## src/rtl/burst_seq_pkg.sv

```systemverilog
package burst_seq_pkg;
  localparam int OFF_W = 3;
  typedef logic [OFF_W-1:0] off_t;

  typedef enum logic [2:0] {
    LEN2 = 3'b001,
    LEN4 = 3'b010,
    LEN8 = 3'b011
  } len_code_e;
endpackage

```

## src/rtl/burst_len_decode.sv

```systemverilog
module burst_len_decode
  import burst_seq_pkg::*;
(
  input  logic [2:0] code_i,
  output off_t       mask_o,
  output logic       illegal_o
);
  always_comb begin
    illegal_o = 1'b0;
    unique case (code_i)
      LEN2:    mask_o = 3'b001;
      LEN4:    mask_o = 3'b011;
      LEN8:    mask_o = 3'b111;
      default: begin
        mask_o    = 3'b001;
        illegal_o = 1'b1;
      end
    endcase
  end
endmodule

```

## src/rtl/burst_order_calc.sv

```systemverilog
module burst_order_calc
  import burst_seq_pkg::*;
(
  input  off_t start_off_i,
  input  off_t beat_i,
  input  off_t mask_i,
  input  logic interleave_i,
  output off_t off_o
);
  off_t seq_off;
  off_t ilv_off;

  always_comb begin
    seq_off = off_t'(start_off_i + beat_i) & mask_i;
    ilv_off = (start_off_i ^ beat_i) & mask_i;
    off_o   = interleave_i ? ilv_off : seq_off;
  end
endmodule

```

## src/rtl/burst_addr_merge.sv

```systemverilog
module burst_addr_merge
  import burst_seq_pkg::*;
#(
  parameter int COL_W = 10
) (
  input  logic [COL_W-1:0] base_i,
  input  off_t             mask_i,
  input  off_t             off_i,
  output logic [COL_W-1:0] addr_o
);
  for (genvar b = 0; b < COL_W; b++) begin : g_bit
    if (b < OFF_W) begin : g_low
      assign addr_o[b] = mask_i[b] ? off_i[b] : base_i[b];
    end else begin : g_high
      assign addr_o[b] = base_i[b];
    end
  end
endmodule

```

## src/rtl/burst_col_seq.sv

```systemverilog
module burst_col_seq
  import burst_seq_pkg::*;
#(
  parameter int COL_W = 10
) (
  input  logic             clk,
  input  logic             rst,
  input  logic             start_i,
  input  logic [COL_W-1:0] start_col_i,
  input  logic [2:0]       len_code_i,
  input  logic             interleave_i,
  input  logic             advance_i,
  output logic [COL_W-1:0] col_addr_o,
  output logic             beat_valid_o,
  output logic             last_beat_o,
  output logic             cfg_illegal_o
);
  // burst state captured at start
  logic             act_q;
  off_t             idx_q;
  off_t             mask_q;
  off_t             off_q;
  logic             ilv_q;
  logic [COL_W-1:0] base_q;
  logic [COL_W-1:0] addr_q;
  logic             last_q;
  logic             ill_q;

  off_t             dec_mask;
  logic             dec_ill;
  off_t             sel_mask;
  off_t             sel_off;
  off_t             sel_idx;
  logic             sel_ilv;
  logic [COL_W-1:0] sel_base;
  off_t             calc_off;
  logic [COL_W-1:0] nxt_addr;
  off_t             idx_inc;
  logic             step;

  burst_len_decode u_dec (
    .code_i    (len_code_i),
    .mask_o    (dec_mask),
    .illegal_o (dec_ill)
  );

  assign idx_inc  = off_t'(idx_q + 3'd1);
  assign step     = advance_i & act_q;
  assign sel_mask = start_i ? dec_mask : mask_q;
  assign sel_off  = start_i ? start_col_i[OFF_W-1:0] : off_q;
  assign sel_idx  = start_i ? '0 : idx_inc;
  assign sel_ilv  = start_i ? interleave_i : ilv_q;
  assign sel_base = start_i ? start_col_i : base_q;

  burst_order_calc u_ord (
    .start_off_i  (sel_off),
    .beat_i       (sel_idx),
    .mask_i       (sel_mask),
    .interleave_i (sel_ilv),
    .off_o        (calc_off)
  );

  burst_addr_merge #(.COL_W(COL_W)) u_mrg (
    .base_i (sel_base),
    .mask_i (sel_mask),
    .off_i  (calc_off),
    .addr_o (nxt_addr)
  );

  always_ff @(posedge clk) begin
    if (rst) begin
      act_q  <= 1'b0;
      idx_q  <= '0;
      mask_q <= 3'b001;
      off_q  <= '0;
      ilv_q  <= 1'b0;
      base_q <= '0;
      addr_q <= '0;
      last_q <= 1'b0;
      ill_q  <= 1'b0;
    end else if (start_i) begin
      act_q  <= 1'b1;
      idx_q  <= '0;
      mask_q <= dec_mask;
      off_q  <= start_col_i[OFF_W-1:0];
      ilv_q  <= interleave_i;
      base_q <= start_col_i;
      addr_q <= nxt_addr;
      last_q <= 1'b0;
      ill_q  <= dec_ill;
    end else if (step) begin
      if (last_q) begin
        act_q  <= 1'b0;
        last_q <= 1'b0;
      end else begin
        idx_q  <= idx_inc;
        addr_q <= nxt_addr;
        last_q <= (idx_inc == mask_q);
      end
    end
  end

  assign col_addr_o    = addr_q;
  assign beat_valid_o  = act_q;
  assign last_beat_o   = last_q;
  assign cfg_illegal_o = ill_q;

  // start loads address exactly
  p_start_load_r2: assert property (@(posedge clk) disable iff (rst)
    start_i |=> (beat_valid_o && col_addr_o == $past(start_col_i)));

  // bits above the block never move inside a burst
  p_upper_fixed_r5: assert property (@(posedge clk) disable iff (rst)
    (beat_valid_o && !start_i) |=>
      (((col_addr_o ^ $past(col_addr_o)) & ~COL_W'(mask_q)) == '0));

  // last only on valid beats, and advance on it ends the burst
  p_last_valid_r6: assert property (@(posedge clk) disable iff (rst)
    last_beat_o |-> beat_valid_o);
  p_last_end_r6: assert property (@(posedge clk) disable iff (rst)
    (last_beat_o && advance_i && !start_i) |=>
      (!beat_valid_o && $stable(col_addr_o)));

  // idle stays idle without a start
  p_idle_r7: assert property (@(posedge clk) disable iff (rst)
    (!beat_valid_o && !start_i) |=> (!beat_valid_o && $stable(col_addr_o)));

  // unsupported code flags at the next edge
  p_illegal_r9: assert property (@(posedge clk) disable iff (rst)
    (start_i && !(len_code_i inside {3'b001, 3'b010, 3'b011})) |=> cfg_illegal_o);

  // outputs hold without stimulus
  p_hold_r10: assert property (@(posedge clk) disable iff (rst)
    (!start_i && !advance_i) |=>
      ($stable(col_addr_o) && $stable(beat_valid_o) &&
       $stable(last_beat_o) && $stable(cfg_illegal_o)));
endmodule

```

## config.mk

```make
export PLATFORM = sky130hd
export DESIGN_NAME = burst_col_seq
export DESIGN_NICKNAME = d
export VERILOG_FILES = /design/src/rtl/burst_seq_pkg.sv /design/src/rtl/burst_len_decode.sv /design/src/rtl/burst_order_calc.sv /design/src/rtl/burst_addr_merge.sv /design/src/rtl/burst_col_seq.sv
export SDC_FILE = /design/constraint.sdc
export NUM_CORES = 1
export LEC_CHECK = 0
export BUFFER_PORTS_ARGS = -buffer_cell sky130_fd_sc_hd__buf_2
export CORE_MARGIN = 1.5
export CORE_UTILIZATION = 50
export DETAILED_ROUTE_END_ITERATION = 8
export HOLD_SLACK_MARGIN = 0.06
export PLACE_DENSITY = 0.75
export SYNTH_ARGS = -nofsm -noshare
export SYNTH_HDL_FRONTEND = slang
export SYNTH_SLANG_ARGS = --single-unit
```

## constraint.sdc

```tcl
create_clock -name clk -period 2.9 [get_ports clk]
set_input_delay 0.435 -clock clk [delete_from_list [all_inputs] [get_ports clk]]
set_output_delay 0.435 -clock clk [all_outputs]
set_load 0.01 [all_outputs]
```

==> flow_summary.yaml <==
run_status:
  status: "completed"
synth:
  syn_nets: 167
  synth_area_per_cell_um2: 9.86
  yosysWarnings: 0
  yosysSeqAreaShare_pct: 46.2
  synth_cells: 145
  ys_types: 36
  syn_area_um2: 1430
  synth_seq_cells: 33
drt:
  drc: 0
  wl_per_cell_um: 13.5
  via_per_inst: 5.27
  ant_nets: 0
  vias: 1096
  dr.pass1.iters: 4
  drtIter0Drc: 39
  routed_wirelength_um: 2810
power_and_ir_drop:
  cellPowerDensity_nw_per_um2: 554
  power_leakage_nw: 0.777
  p_comb_share_pct: 13.9
  internal-power_mw: 0.679
  seqPwrFrac_pct: 54.3
  switchingPower_mw: 0.232
  max-vdd-ir-drop_mv: 0.424
  p_sw_share_pct: 25.5
  power.share.clock_pct: 31.8
finish:
  ff_latch_area_um2: 661
  multi_input_area_um2: 681
  layout.nets: 198
  drive_above_1_share_pct: 24.3
  fill_cells: 237
  area_growth_pct: 15.0
  n_antenna_cell: 0
sta:
  slew_headroom_pct: 67.0
  skew_ps: 4.95
  final-hold-violation-count: 0
  final.period_utilization_pct: 74.4
  setup_viol_count_final: 0
  rsz0062_at_grt: "false"
  period_needed_ps: 2160
  setup-tns-final_ps: 0
  maxSlewViolCount: 0
  max_freq_ghz: 0.464
  timing.hold.ws_ps: 388
  tightest_slew_ps: 492
cts:
  cts_tree: "built"
  post_cts_resized: 0
  htreeDepth: 2
  cts_setup_buffers: 0
  cts_root_buf: "clkbuf_4"
  clock_latency_ps: 330
  cts_sinks: 33
  cts.clk_slew.worst_paths_ps: 100
  clockBufferDepth: 2
  cts_hold_buf: 0
  numCtsBuffers: 5
placed_design:
  portBuffers: 30
  gp_congestion: 0.802
  hpwl_um: 2080
grt:
  grt_max_degree: 27
  grt_pass1_vias: 1080
  grt_usage_pct: 19.7
  grt_pass1_wl_um: 4820
  antenna_found_initial: 0
  globalRouteOverflowTotal: 0
critical_path:
  startpoint: "idx_q[0]"
  r2r-start: "idx_q[0]"
  r2r-end: "col_addr_o[2]"
  regToRegSetupSlack_ps: 740
  worstSetupPathType: "reg -> reg"
  cp_max_fo: 4
  startpoint_type: "flip-flop"
  ff2ff_path_depth: 8
  worst_setup_path_end_kind: "flip-flop"
  arrival_ps: 2380
  required_ps: 3120
floorplanning:
  start_util_pct: 52.3
  core_area_um2: 2730
  io_pins: 31
  dieArea_um2: 3190
  fp.dieH_um: 56.5
  num_rows: 19
  die_w_um: 56.5
worst_hold_path:
  hold_depth: 3
  hold_class: "in -> reg"
  hp-start: "start_col_i[5]"
  holdPathEnd: "base_q[5]"
job:
  cap_violations: 0
[registers in the layout, indices dropped and copies added, names as in the netlist]
signal / count
mask_q: 3
last_beat_o: 1
off_q: 3
idx_q: 3
ilv_q: 1
beat_valid_o: 1
cfg_illegal_o: 1
col_addr_o: 10
base_q: 10
[Yosys cell counts]
cell type,count,share of area (%)
a211oi_1,1,0.53
a21oi_1,6,2.1
a21oi_2,1,0.61
a2bb2oi_1,1,0.61
a311oi_1,1,0.61
a41oi_1,1,0.61
and2_1,1,0.44
and3b_1,1,0.61
and4_1,1,0.61
buf_2,2,0.70
buf_6,2,1.6
buf_8,1,1.0
clkbuf_1,3,0.79
dfxtp_1,33,46
fa_1,1,1.4
ha_1,3,2.6
inv_1,8,2.1
mux2_2,1,0.79
mux2i_1,12,8.4
nand2_1,9,2.4
nand2b_1,3,1.3
nand3_1,1,0.35
nand3b_1,1,0.53
nand4b_4,1,1.7
nor2_1,22,5.8
nor2b_1,1,0.44
nor3_1,4,1.4
o2111a_1,1,0.79
o211ai_1,2,1.0
o21ai_0,3,1.0
o21ai_1,1,0.35
o22a_1,7,4.3
or3_1,1,0.44
xnor2_1,4,2.4
xnor3_1,1,1.6
xor2_1,3,1.8
[worst max path at each step]
stage / to / slack [ps]
after floorplan: col_addr_o[2] / 740
after global placement: col_addr_o[2] / 660
after detailed placement: col_addr_o[1] / 530
after CTS: col_addr_o[2] / 730
after global routing: col_addr_o[2] / 590
final: col_addr_o[2] / 740
[worst max-delay path: stages (launching register included)]
cell and delay (ps):
dfxtp_1 360, ha_1 340, nor2b_1 200, inv_1 80, fa_1 430, nor2_1 150
xnor3_1 310, nor2_1 90, o21ai_1 70
[layout make-up]
type                    instances  share of cell area, %
inverters                       8                   1.83
flip-flops and latches         33                   40.2
clock inverters                 1                  0.304
clock buffers                   7                   3.95
repair buffers                 32                   10.0
well taps                      31                   2.36
multi-input cells              96                   41.4
[cell families after synthesis]
| group | share of synthesized area (%) |
|---|---|
| xor+xnor | 5.86 |
| fa+ha+maj | 4.02 |
| simple gates | 15.9 |
| mux | 9.19 |
| compound gates | 12.6 |
| buf+inv | 6.21 |
| flops | 46.2 |
[power by group through the flow]
stage	registers, mW	logic (mW)	clock network (mW)
floorplan	0.511	0.0780	0
global placement	0.504	0.123	0
detailed placement	0.505	0.127	0
CTS	0.495	0.127	0.297
global route	0.499	0.140	0.319
finish	0.495	0.126	0.290
[through the flow]
step | area [um^2] | instances | utilization (%) | total power [mW] | setup slack [ps]
after CTS | 1650 | 208 | 60.2 | 0.919 | 728
after detailed placement | 1580 | 200 | 57.6 | 0.631 | 533
final | 1650 | 208 | 60.2 | 0.911 | 743
after global routing | 1650 | 208 | 60.2 | 0.958 | 586
after floorplan | 1430 | 145 | - | 0.589 | 743
after global placement | 1580 | 200 | 57.6 | 0.626 | 656
[routing by layer]
metal / part of all wire [%] / global-route usage (%)
met4: 1.5 / 6.12
met3: 4.3 / 6.45
met2: 49 / 31.9
met1: 45 / 24.7
met5: 0 / 0
[cell usage in the layout, fill, tap and decap left out, drive strengths merged, types with 2 or more instances in the layout]
cell type   n
xnor2       4
ha          3
nor2       22
o211ai      2
mux2i      12
clkbuf      7
nand2b      3
dfxtp      33
inv         8
xor2        3
o21ai       4
nand2       9
o22a        7
buf        32
nor3        4
a21oi       7
No activity file was read; power rests on OpenSTA's default activity.
